`config.mk`:
```
export PLATFORM = sky130hd
export DESIGN_NAME = shadow_reg_bank
export DESIGN_NICKNAME = d
export VERILOG_FILES = /design/src/rtl/shadow_bank_pkg.sv /design/src/rtl/shadow_commit_ctrl.sv /design/src/rtl/shadow_win_regs.sv /design/src/rtl/shadow_reg_bank.sv
export SDC_FILE = /design/constraint.sdc
export NUM_CORES = 1
export LEC_CHECK = 0
export ABC_AREA = 1
export ABC_CLOCK_PERIOD_IN_PS = 4200
export BUFFER_PORTS_ARGS = -buffer_cell sky130_fd_sc_hd__clkbuf_2
export CORE_AREA = 5 5 264 266
export CTS_CLUSTER_DIAMETER = 150
export DETAILED_ROUTE_END_ITERATION = 8
export DIE_AREA = 0 0 269 271
export PLACE_DENSITY = 0.71
export SLEW_MARGIN = 5
export SYNTH_ARGS = -nofsm -noshare
export SYNTH_HDL_FRONTEND = slang
export SYNTH_HIERARCHICAL = 1
export SYNTH_SLANG_ARGS = --single-unit
```
`constraint.sdc`:
```
create_clock -name clk -period 4.2 [get_ports clk]
set_clock_uncertainty 0.1 [all_clocks]
set_input_delay 0.21 -clock clk [delete_from_list [all_inputs] [get_ports clk]]
set_output_delay 0.21 -clock clk [all_outputs]
set_load 0.005 [all_outputs]
```
`src/rtl/shadow_bank_pkg.sv`:
```
package shadow_bank_pkg;
  localparam int DATA_W = 32;
  localparam int CW     = 12;
  localparam int FMT_W  = 4;
  localparam int KEY_W  = 24;
  localparam int REG_W  = 3;
  localparam int Y_LSB  = 16;

  localparam logic [REG_W-1:0] RI_CTRL  = 3'd0;
  localparam logic [REG_W-1:0] RI_BASE  = 3'd1;
  localparam logic [REG_W-1:0] RI_WHOLE = 3'd2;
  localparam logic [REG_W-1:0] RI_OFFS  = 3'd3;
  localparam logic [REG_W-1:0] RI_TL    = 3'd4;
  localparam logic [REG_W-1:0] RI_SIZE  = 3'd5;
  localparam logic [REG_W-1:0] RI_KEY   = 3'd6;

  localparam logic [REG_W-1:0] GI_HOLD  = 3'd0;
  localparam logic [REG_W-1:0] GI_REQ   = 3'd1;

  typedef struct packed {
    logic              en;
    logic [FMT_W-1:0]  fmt;
    logic [DATA_W-1:0] base;
    logic [CW-1:0]     whole_w;
    logic [CW-1:0]     whole_h;
    logic [CW-1:0]     off_x;
    logic [CW-1:0]     off_y;
    logic [CW-1:0]     tl_x;
    logic [CW-1:0]     tl_y;
    logic [CW-1:0]     sz_w;
    logic [CW-1:0]     sz_h;
    logic [KEY_W-1:0]  key;
  } win_cfg_t;
endpackage

```
`src/rtl/shadow_commit_ctrl.sv`:
```
module shadow_commit_ctrl #(
  parameter int NUM_WIN = 2
) (
  input  logic               clk,
  input  logic               rst_n,
  input  logic               vsync,
  input  logic               hold_we,
  input  logic [NUM_WIN-1:0] hold_wdata,
  input  logic               upd_req,
  output logic [NUM_WIN-1:0] hold,
  output logic [NUM_WIN-1:0] pend,
  output logic [NUM_WIN-1:0] load
);
  logic [NUM_WIN-1:0] hold_q, hold_d;
  logic [NUM_WIN-1:0] pend_q, pend_d;

  always_comb begin
    load   = {NUM_WIN{vsync}} & pend_q & ~hold_q;
    pend_d = (pend_q & ~load) | {NUM_WIN{upd_req}};
    hold_d = hold_wdata;
  end

  always_ff @(posedge clk or negedge rst_n) begin
    if (!rst_n) begin
      hold_q <= '0;
    end else if (hold_we) begin
      hold_q <= hold_d;
    end
  end

  always_ff @(posedge clk or negedge rst_n) begin
    if (!rst_n) begin
      pend_q <= '0;
    end else begin
      pend_q <= pend_d;
    end
  end

  assign hold = hold_q;
  assign pend = pend_q;

  for (genvar i = 0; i < NUM_WIN; i++) begin : g_chk
    // a committed window leaves the pending set unless re-armed
    a_r6_pend_clears: assert property (@(posedge clk) disable iff (!rst_n)
      (load[i] && !upd_req) |=> !pend[i]);
    // a held window keeps its commit pending
    a_r4_hold_keeps_pending: assert property (@(posedge clk) disable iff (!rst_n)
      (pend[i] && hold[i]) |=> pend[i]);
    // a request arms every window
    a_r3_request_arms: assert property (@(posedge clk) disable iff (!rst_n)
      upd_req |=> pend[i]);
  end
endmodule

```
`src/rtl/shadow_win_regs.sv`:
```
module shadow_win_regs
  import shadow_bank_pkg::*;
#(
  parameter int WIN_IDX       = 0,
  parameter int KEY_FIRST_WIN = 1,
  parameter int MIN_BURST_W   = 128
) (
  input  logic              clk,
  input  logic              rst_n,
  input  logic              wr_en,
  input  logic [REG_W-1:0]  wr_sel,
  input  logic [DATA_W-1:0] wr_data,
  input  logic [REG_W-1:0]  rd_sel,
  output logic [DATA_W-1:0] rd_data,
  input  logic              load,
  output logic              o_en,
  output logic [FMT_W-1:0]  o_fmt,
  output logic [DATA_W-1:0] o_base,
  output logic [CW-1:0]     o_whole_w,
  output logic [CW-1:0]     o_whole_h,
  output logic [CW-1:0]     o_off_x,
  output logic [CW-1:0]     o_off_y,
  output logic [CW-1:0]     o_tl_x,
  output logic [CW-1:0]     o_tl_y,
  output logic [CW-1:0]     o_br_x,
  output logic [CW-1:0]     o_br_y,
  output logic [KEY_W-1:0]  o_key,
  output logic              o_burst16
);
  localparam bit            HAS_KEY = (WIN_IDX >= KEY_FIRST_WIN);
  localparam logic [CW-1:0] ONE     = CW'(1);
  localparam logic [CW-1:0] BURST_T = CW'(MIN_BURST_W);

  win_cfg_t sh_q, sh_d, act_q;
  logic [CW-1:0] sum_x, sum_y;

  always_comb begin
    sh_d = sh_q;
    case (wr_sel)
      RI_CTRL:  begin sh_d.en = wr_data[0]; sh_d.fmt = wr_data[FMT_W:1]; end
      RI_BASE:  sh_d.base = wr_data;
      RI_WHOLE: begin sh_d.whole_w = wr_data[CW-1:0]; sh_d.whole_h = wr_data[Y_LSB +: CW]; end
      RI_OFFS:  begin sh_d.off_x = wr_data[CW-1:0]; sh_d.off_y = wr_data[Y_LSB +: CW]; end
      RI_TL:    begin sh_d.tl_x = wr_data[CW-1:0]; sh_d.tl_y = wr_data[Y_LSB +: CW]; end
      RI_SIZE:  begin sh_d.sz_w = wr_data[CW-1:0]; sh_d.sz_h = wr_data[Y_LSB +: CW]; end
      RI_KEY:   if (HAS_KEY) sh_d.key = wr_data[KEY_W-1:0];
      default:  ;
    endcase
  end

  always_ff @(posedge clk or negedge rst_n) begin
    if (!rst_n) begin
      sh_q <= '0;
    end else if (wr_en) begin
      sh_q <= sh_d;
    end
  end

  always_ff @(posedge clk or negedge rst_n) begin
    if (!rst_n) begin
      act_q <= '0;
    end else if (load) begin
      act_q <= sh_q;
    end
  end

  always_comb begin
    rd_data = '0;
    case (rd_sel)
      RI_CTRL:  rd_data[FMT_W:0] = {sh_q.fmt, sh_q.en};
      RI_BASE:  rd_data = sh_q.base;
      RI_WHOLE: begin rd_data[CW-1:0] = sh_q.whole_w; rd_data[Y_LSB +: CW] = sh_q.whole_h; end
      RI_OFFS:  begin rd_data[CW-1:0] = sh_q.off_x;   rd_data[Y_LSB +: CW] = sh_q.off_y;   end
      RI_TL:    begin rd_data[CW-1:0] = sh_q.tl_x;    rd_data[Y_LSB +: CW] = sh_q.tl_y;    end
      RI_SIZE:  begin rd_data[CW-1:0] = sh_q.sz_w;    rd_data[Y_LSB +: CW] = sh_q.sz_h;    end
      RI_KEY:   if (HAS_KEY) rd_data[KEY_W-1:0] = sh_q.key;
      default:  ;
    endcase
  end

  always_comb begin
    sum_x  = act_q.tl_x + act_q.sz_w;
    sum_y  = act_q.tl_y + act_q.sz_h;
    o_br_x = (sum_x == '0) ? '0 : sum_x - ONE;
    o_br_y = (sum_y == '0) ? '0 : sum_y - ONE;
  end

  assign o_en      = act_q.en;
  assign o_fmt     = act_q.fmt;
  assign o_base    = act_q.base;
  assign o_whole_w = act_q.whole_w;
  assign o_whole_h = act_q.whole_h;
  assign o_off_x   = act_q.off_x;
  assign o_off_y   = act_q.off_y;
  assign o_tl_x    = act_q.tl_x;
  assign o_tl_y    = act_q.tl_y;
  assign o_key     = HAS_KEY ? act_q.key : '0;
  assign o_burst16 = (act_q.whole_w >= BURST_T);

  // the live set moves only on a commit strobe from the controller
  a_r2_live_holds: assert property (@(posedge clk) disable iff (!rst_n)
    !load |=> $stable(act_q));
endmodule

```
`src/rtl/shadow_reg_bank.sv`:
```
module shadow_reg_bank
  import shadow_bank_pkg::*;
#(
  parameter int NUM_WIN       = 2,
  parameter int KEY_FIRST_WIN = 1,
  parameter int MIN_BURST_W   = 128,
  localparam int WIN_W        = (NUM_WIN > 1) ? $clog2(NUM_WIN) : 1,
  localparam int ADDR_W       = 1 + WIN_W + REG_W
) (
  input  logic                      clk,
  input  logic                      rst_n,
  input  logic                      wr_en,
  input  logic [ADDR_W-1:0]         wr_addr,
  input  logic [DATA_W-1:0]         wr_data,
  input  logic [ADDR_W-1:0]         rd_addr,
  output logic [DATA_W-1:0]         rd_data,
  input  logic                      vsync,
  output logic [NUM_WIN-1:0]        act_en,
  output logic [NUM_WIN*FMT_W-1:0]  act_fmt,
  output logic [NUM_WIN*DATA_W-1:0] act_base,
  output logic [NUM_WIN*CW-1:0]     act_whole_w,
  output logic [NUM_WIN*CW-1:0]     act_whole_h,
  output logic [NUM_WIN*CW-1:0]     act_off_x,
  output logic [NUM_WIN*CW-1:0]     act_off_y,
  output logic [NUM_WIN*CW-1:0]     act_tl_x,
  output logic [NUM_WIN*CW-1:0]     act_tl_y,
  output logic [NUM_WIN*CW-1:0]     act_br_x,
  output logic [NUM_WIN*CW-1:0]     act_br_y,
  output logic [NUM_WIN*KEY_W-1:0]  act_key,
  output logic [NUM_WIN-1:0]        act_burst16
);
  logic             wr_glob, rd_glob;
  logic [WIN_W-1:0] wr_win, rd_win;
  logic [REG_W-1:0] wr_reg, rd_reg;
  logic             hold_we, upd_req;
  logic [NUM_WIN-1:0] hold, pend, load;
  logic [DATA_W-1:0]  win_rd [NUM_WIN];

  always_comb begin
    wr_glob = wr_addr[ADDR_W-1];
    wr_win  = wr_addr[REG_W +: WIN_W];
    wr_reg  = wr_addr[REG_W-1:0];
    rd_glob = rd_addr[ADDR_W-1];
    rd_win  = rd_addr[REG_W +: WIN_W];
    rd_reg  = rd_addr[REG_W-1:0];
    hold_we = wr_en && wr_glob && (wr_reg == GI_HOLD);
    upd_req = wr_en && wr_glob && (wr_reg == GI_REQ) && wr_data[0];
  end

  shadow_commit_ctrl #(.NUM_WIN(NUM_WIN)) u_ctrl (
    .clk        (clk),
    .rst_n      (rst_n),
    .vsync      (vsync),
    .hold_we    (hold_we),
    .hold_wdata (wr_data[NUM_WIN-1:0]),
    .upd_req    (upd_req),
    .hold       (hold),
    .pend       (pend),
    .load       (load)
  );

  for (genvar i = 0; i < NUM_WIN; i++) begin : g_win
    logic we;
    assign we = wr_en && !wr_glob && (wr_win == WIN_W'(i));

    shadow_win_regs #(
      .WIN_IDX       (i),
      .KEY_FIRST_WIN (KEY_FIRST_WIN),
      .MIN_BURST_W   (MIN_BURST_W)
    ) u_win (
      .clk       (clk),
      .rst_n     (rst_n),
      .wr_en     (we),
      .wr_sel    (wr_reg),
      .wr_data   (wr_data),
      .rd_sel    (rd_reg),
      .rd_data   (win_rd[i]),
      .load      (load[i]),
      .o_en      (act_en[i]),
      .o_fmt     (act_fmt[i*FMT_W +: FMT_W]),
      .o_base    (act_base[i*DATA_W +: DATA_W]),
      .o_whole_w (act_whole_w[i*CW +: CW]),
      .o_whole_h (act_whole_h[i*CW +: CW]),
      .o_off_x   (act_off_x[i*CW +: CW]),
      .o_off_y   (act_off_y[i*CW +: CW]),
      .o_tl_x    (act_tl_x[i*CW +: CW]),
      .o_tl_y    (act_tl_y[i*CW +: CW]),
      .o_br_x    (act_br_x[i*CW +: CW]),
      .o_br_y    (act_br_y[i*CW +: CW]),
      .o_key     (act_key[i*KEY_W +: KEY_W]),
      .o_burst16 (act_burst16[i])
    );
  end

  always_comb begin
    rd_data = '0;
    if (rd_glob) begin
      if (rd_reg == GI_HOLD) rd_data[NUM_WIN-1:0] = hold;
      else if (rd_reg == GI_REQ) rd_data[0] = |pend;
    end else begin
      for (int i = 0; i < NUM_WIN; i++) begin
        if (rd_win == WIN_W'(i)) rd_data = win_rd[i];
      end
    end
  end

  // enables seen by scanout change only on a frame boundary
  a_r5_enable_waits_vsync: assert property (@(posedge clk) disable iff (!rst_n)
    !vsync |=> $stable(act_en));
endmodule

```
**Word-level counts from Yosys, hierarchy flattened**

Index checks and enable logic that the tools add are counted.
Widths: inputs -> output; s select.

- Register bits after elaboration: 584
- Output and inout port bits: 348

- $add $sub $neg: 8
- Magnitude comparators: 2
- Eq/ne operators: 12
- Muxes and demuxes: 21
- Bitwise logic cells: 7
- Reduce and logical (&&, ||, !) cells: 28

Operator list:

| cell | count |
|---|---|
| $pmux 12 s5 | 1 |
| $add 12x12->12 | 4 |
| $logic_not 12->1 | 4 |
| $mux 12 | 4 |
| $pmux 8 s6 | 1 |
| $sub 12x1->12 const B | 4 |
| $pmux 7 s6 | 1 |
| $pmux 5 s7 | 1 |
| $pmux 7 s5 | 1 |
| $mux 32 | 1 |
| $mux 30 | 1 |
| $pmux 5 s6 | 1 |
| $reduce_and 2->1 | 13 |
| $ge 12x8->1 const B | 2 |
| $pmux 4 s5 | 1 |
| $eq 3x3->1 const B | 6 |
| $eq 3x2->1 const B | 4 |
| $mux 4 | 3 |
| $pmux 4 s2 | 1 |
| $logic_and 1x1->1 | 7 |
| $and 2x2->2 | 3 |
| $eq 3x1->1 const B | 2 |
| $logic_not 3->1 | 2 |
| $not 2->2 | 2 |
| other kinds (6) | 8 |

**Longest topological paths before layout**

- Word-level depth: 5
- Gate-level depth with buffers: 15
- Mapped depth without buffers: 15

**Hierarchy**

Netlist, hierarchy kept.

By module, submodules not included:

| module | instances | cells each | area each (um^2) |
|---|---|---|---|
| shadow_win_regs at g_win[1].u_win | 1 | 1633 | 15482.3 |
| shadow_win_regs at g_win[0].u_win | 1 | 1505 | 13664.4 |
| shadow_reg_bank | 1 | 126 | 573.0 |
| shadow_commit_ctrl | 1 | 20 | 172.7 |

**Worst setup path after synthesis**

OpenSTA, ideal clock, no wires.

- Kind: register -> output
- Start point: reg g_win[0].u_win.act_q, in the netlist g_win[0].u_win/o_tl_x[0]
- End point: out act_br_x[11]
- Arrival time: 2.011 ns
- Required time: 3.890 ns
- Setup slack: 1.879 ns
- Cell stages (with the launch flop): 12
- Cells stage by stage: dfrtp_1 ha_1 fa_1 nand2_2 nand3_1 nand3b_1 nand3_1 nor2_1 nand3_1 nor2_2 a21oi_1 nor2_1

- Cells in the longest elaborated chain, start to end: 3
- Elaborated cells between the ends (all ways): 4
- Classes of those cells: add/sub: 2; mux: 1; reduce/logical: 1

Ends and longest elaborated chain:

| item | line | text |
|---|---|---|
| from (decl) | shadow_win_regs.sv:34 | `win_cfg_t sh_q, sh_d, act_q;` |
| from (signal assigned) | shadow_win_regs.sv:63 | `act_q <= sh_q;` |
| $add 12x12->12 (*) | shadow_win_regs.sv:82 | `sum_x = act_q.tl_x + act_q.sz_w;` |
| $sub 12x1->12 / $logic_not 12->1 (equally long branches) | shadow_win_regs.sv:84 | `o_br_x = (sum_x == '0) ? '0 : sum_x - ONE;` |
| $mux 12 (*) | shadow_win_regs.sv:84 |  |
| to (decl) | shadow_reg_bank.sv:27 | `output logic [NUM_WIN*CW-1:0] act_br_x,` |

Every way passes the cells marked *; elsewhere a longest branch is shown, timed or not.

**Worst setup path after layout**

- Start point: reg g_win[1].u_win.act_q, in the netlist g_win[1].u_win/o_tl_y[0]
- End point: out act_br_y[22]

- Cells in the longest elaborated chain, start to end: 3
- Elaborated cells between the ends (all ways): 4
- Classes of those cells: add/sub: 2; mux: 1; reduce/logical: 1

Ends and longest elaborated chain:

| item | line | text |
|---|---|---|
| from (decl) | shadow_win_regs.sv:34 |  |
| from (signal assigned) | shadow_win_regs.sv:63 |  |
| $add 12x12->12 (*) | shadow_win_regs.sv:83 | `sum_y = act_q.tl_y + act_q.sz_h;` |
| $sub 12x1->12 / $logic_not 12->1 (equally long branches) | shadow_win_regs.sv:85 | `o_br_y = (sum_y == '0) ? '0 : sum_y - ONE;` |
| $mux 12 (*) | shadow_win_regs.sv:85 |  |
| to (decl) | shadow_reg_bank.sv:28 | `output logic [NUM_WIN*CW-1:0] act_br_y,` |

Marks and branches as above.

==> flow_metrics.tcl <==
set metrics [dict create \
    status "complete, no violations" \
    layout-drive-gt1-share 0.2508 \
    grt.total_usage 0.2404 \
    antenna_found_initial 1 \
    port_buffers 369 \
    core_mm2 0.06680 \
    start_kind "flop" \
    powerDensity_mw_per_mm2 648.4 \
    vias 23161 \
    fin_tns_setup_ns 0 \
    diodes 0 \
    worstPathCellList "ha_1 -> fa_1 -> nand2_2 -> nand2_2 -> nand3_1 -> nand2_1 -> inv_1 -> nand3_1 -> nor3_1 -> nand2_1 -> nand2_1 -> nand2_1 -> nor2_1 -> clkbuf_2" \
    h-tree-depth 3 \
    place_hpwl_mm 67.57 \
    switching_power_mw 7.885 \
    async_flop_share 1.000 \
    grt_overflow 0 \
    cp.buffers_inverters 2 \
    worstRegToRegCells 4 \
    clockBufferDepth 3 \
    combPwrFrac 0.347 \
    crit_top_cell "nand2_1" \
    p_clk_frac 0.267 \
    setup_ws_ns 0.9243 \
    multi_input_area_mm2 0.01188 \
    crit_fanout 4 \
    synth_area_per_cell_um2 9.102 \
    seq_area_mm2 0.01461 \
    clk_latency_ns 0.60 \
    ys_warn_count 6 \
    n_fill_cell 6209 \
    grt_max_degree 113 \
    fin_nets 3537 \
    syn2layout_area_growth_pct 11.78 \
    rows 95 \
    seq_area_frac_synth 0.4889 \
    min_period_ns 3.276 \
    dieArea_mm2 0.07290 \
    report.final.slew_viol_count 0 \
    synth_area_mm2 0.02989 \
    cts_num_sinks 584 \
    min_path_type "in -> reg" \
    crit-reg2reg-capture "g_win[0].u_win/o_whole_h[3]" \
    crit_end "act_br_y[22]" \
    synth_edf_count 0 \
    start_util 0.4475 \
    slowest_delay_ns 0.47 \
    io_pins 394 \
    clk_pin_slew_ns 0.07 \
    path_delay_family "simple AND/OR/NAND/NOR gates" \
    tightest_slew_ns 1.131 \
    grt_pass1_vias 22235 \
    die_h_um 271 \
    gp_congestion 0.8985 \
    required_ns 3.89 \
    stdcell_area_mm2 0.03341 \
    end_kind "output pin" \
    post-cts-setup-buffers 0 \
    wirelength_mm 89.83 \
    syn_inst 3284 \
    worstSetupPathType "reg -> out" \
    max_slew_margin 0.2436 \
    irDropWorstVdd_mv 0.4976 \
    hold_ws_ns 0.02390 \
    routed_via_density 5.319 \
    yosys_most_used_dff "dfrtp_1" \
    pre_cts_ws_ns 1.433 \
    cts_buffers 66 \
    switching_share 0.3639 \
    finalHoldViolCount 0 \
    pwr-share-seq 0.386 \
    setup_viol 0 \
    fmax_mhz 305.3 \
    crit_slowest_cell "fa_1" \
    cts_tree "built" \
    drtAntennaViolNets 0 \
    fin_util 0.5002 \
    placed_area_mm2 0.03086 \
    fp.dieW_um 269 \
    fin_crit_sh 0.7799 \
    maxCapViolCount 0 \
    p_int_mw 13.78 \
    synth.distinct_cells 46 \
    cp.depth 14 \
    drtPass1Iterations 6 \
    r2r_slack_ns 1.94 \
    clock-root-buffer "clkbuf_16" \
    crit_arrival_ns 2.97 \
    p_leak_nw 17.27 \
    r2r_start "u_ctrl/pend[0]" \
    grt_first_pass_wirelength_mm 136.8 \
    route.detailed.drc 0 \
    rsz0062_at_grt "no" \
    wire_per_inst_um 20.63 \
    synth_seq_cells 584 \
    crit_start "g_win[1].u_win/o_tl_y[0]" \
    drt_iter0_drc 2503 \
]
sequential cells by signal, indices dropped and copies added (netlist names):
name / cells
g_win.u_win/sh_q: 290
g_win.u_win/o_base: 64
g_win.u_win/act_q: 48
g_win.u_win/o_off_x: 24
g_win.u_win/o_off_y: 24
g_win.u_win/o_tl_x: 24
g_win.u_win/o_tl_y: 24
g_win.u_win/o_whole_h: 24
g_win.u_win/o_whole_w: 24
g_win.u_win/o_key: 24
g_win.u_win/o_fmt: 8
g_win.u_win/o_en: 2
u_ctrl/hold: 2
u_ctrl/pend: 2
logic make-up after synthesis:
logic type | after synthesis | share of synthesized area
and+or+nand+nor | 1198 | 0.1696
buffers and inverters | 654 | 0.1180
DFF | 584 | 0.4889
AOI/OAI and AO/OA | 510 | 0.09552
muxes | 251 | 0.09455
adders and majority gates | 57 | 0.02486
xor gates and xnor gates | 29 | 0.008497
other | 1 | 0.0001254
timing repair:
| action | 4_1_cts | 5_1_grt |
|---|---|---|
| endpoints found under the setup margin | 0 | 0 |
| hold buffers | 36 | 0 |
| resized for setup | 0 | 0 |
| endpoints found under the hold margin | 309 | 0 |
placed cells by master, fill, tap and decap left out, drive strengths merged, types with 13 or more instances in the layout:
cell type,count
nand3,140
nand2,733
dlygate4sd3,36
xnor2,13
buf,49
mux2,251
o21ai,338
nor3,18
dfrtp,584
a221oi,28
clkinv,17
inv,261
a21oi,91
ha,53
a22oi,30
conb,24
nand4,37
clkbuf,458
nor2,260
xor2,16
routing by layer:
| layer | vias to the layer above | share of wire | global-route usage |
|---|---|---|---|
| met4 | 2 | 0.032 | 0.08140 |
| met5 | - | 0.00014 | 0 |
| met3 | 135 | 0.072 | 0.04680 |
| met1 | 11298 | 0.43 | 0.3339 |
| li1 | 10841 | - | - |
| met2 | 885 | 0.46 | 0.3793 |
worst reg2reg max path: stages, from the launching register on:
cell and delay [ns]:
dfrtp_1 0.38, nand2_1 0.11, nor2_4 0.68, buf_12 0.41, mux2_2 0.47
power groups by stage:
| stage | sequential (mW) | clock [mW] | combinational, mW |
|---|---|---|---|
| 3_5_place_dp | 8.43 | 0 | 7.53 |
| 2_1_floorplan | 7.79 | 0 | 5.81 |
| 4_1_cts | 8.34 | 5.90 | 7.62 |
| 5_1_grt | 8.50 | 6.16 | 8.51 |
| 3_3_place_gp | 8.40 | 0 | 7.41 |
| 6_report | 8.36 | 5.78 | 7.52 |
stage by stage:
stage	instances	total power, mW
2_1_floorplan	3307	13.60
3_3_place_gp	4203	15.81
3_5_place_dp	4203	15.96
4_1_cts	4354	21.85
5_1_grt	4354	23.17
6_report	4354	21.67
cell usage after synthesis, types with 2 or more instances:
library cell | count | area, um^2
nand2_1 | 706 | 2650
dfrtp_1 | 584 | 14610
o21ai_0 | 333 | 1667
buf_4 | 264 | 1982
mux2_2 | 251 | 2826
inv_1 | 245 | 919.6
nor2_1 | 243 | 912.1
nand3_1 | 126 | 630.6
clkbuf_1 | 86 | 322.8
a21oi_1 | 84 | 420.4
ha_1 | 53 | 663.1
nand4_1 | 37 | 231.5
a22oi_1 | 30 | 225.2
a221oi_1 | 28 | 245.2
buf_2 | 26 | 130.1
nand2_2 | 25 | 156.4
xor2_1 | 16 | 140.1
nor2_2 | 14 | 87.58
nand3_2 | 13 | 130.1
xnor2_1 | 13 | 113.9
inv_2 | 11 | 41.29
nor3_1 | 11 | 55.05
buf_1 | 9 | 33.78
a41oi_1 | 7 | 61.31
nand3b_1 | 7 | 52.55
nor3_2 | 7 | 70.07
a21oi_2 | 6 | 52.55
a22o_1 | 5 | 43.79
o21bai_1 | 5 | 37.54
fa_1 | 4 | 80.08
inv_4 | 4 | 25.02
buf_6 | 3 | 33.78
clkbuf_2 | 3 | 15.01
clkbuf_4 | 3 | 22.52
nor2_4 | 3 | 33.78
o2111a_1 | 3 | 33.78
o21ai_1 | 3 | 15.01
a31oi_1 | 2 | 12.51
nand2_4 | 2 | 22.52
o21ai_2 | 2 | 17.52
or2_2 | 2 | 12.51
how the worst min path moves through the flow:
stage | slack (ns) | to | from | cells past startpoint
floorplan | -0.19 | g_win[0].u_win/act_q[24] | rst_n | 0
global placement | 0.27 | g_win[0].u_win/o_tl_x[1] | rst_n | 1
detailed placement | 0.28 | g_win[0].u_win/o_tl_x[1] | rst_n | 1
CTS | 0.0004 | g_win[1].u_win/sh_q[130] | wr_data[10] | 3
global route | 0.02 | g_win[1].u_win/sh_q[130] | wr_data[10] | 3
finish | 0.02 | g_win[0].u_win/sh_q[44] | wr_data[8] | 3
area by class of cell:
class	count	share of cell area
Timing Repair Buffer	453	0.07938
Sequential cell	584	0.4374
Clock buffer	90	0.05789
Clock inverter	25	0.007751
Tap cell	873	0.03269
Inverter	260	0.02951
Multi-Input combinational cell	2069	0.3554
Note: power is estimated with default switching activity, not from simulation.
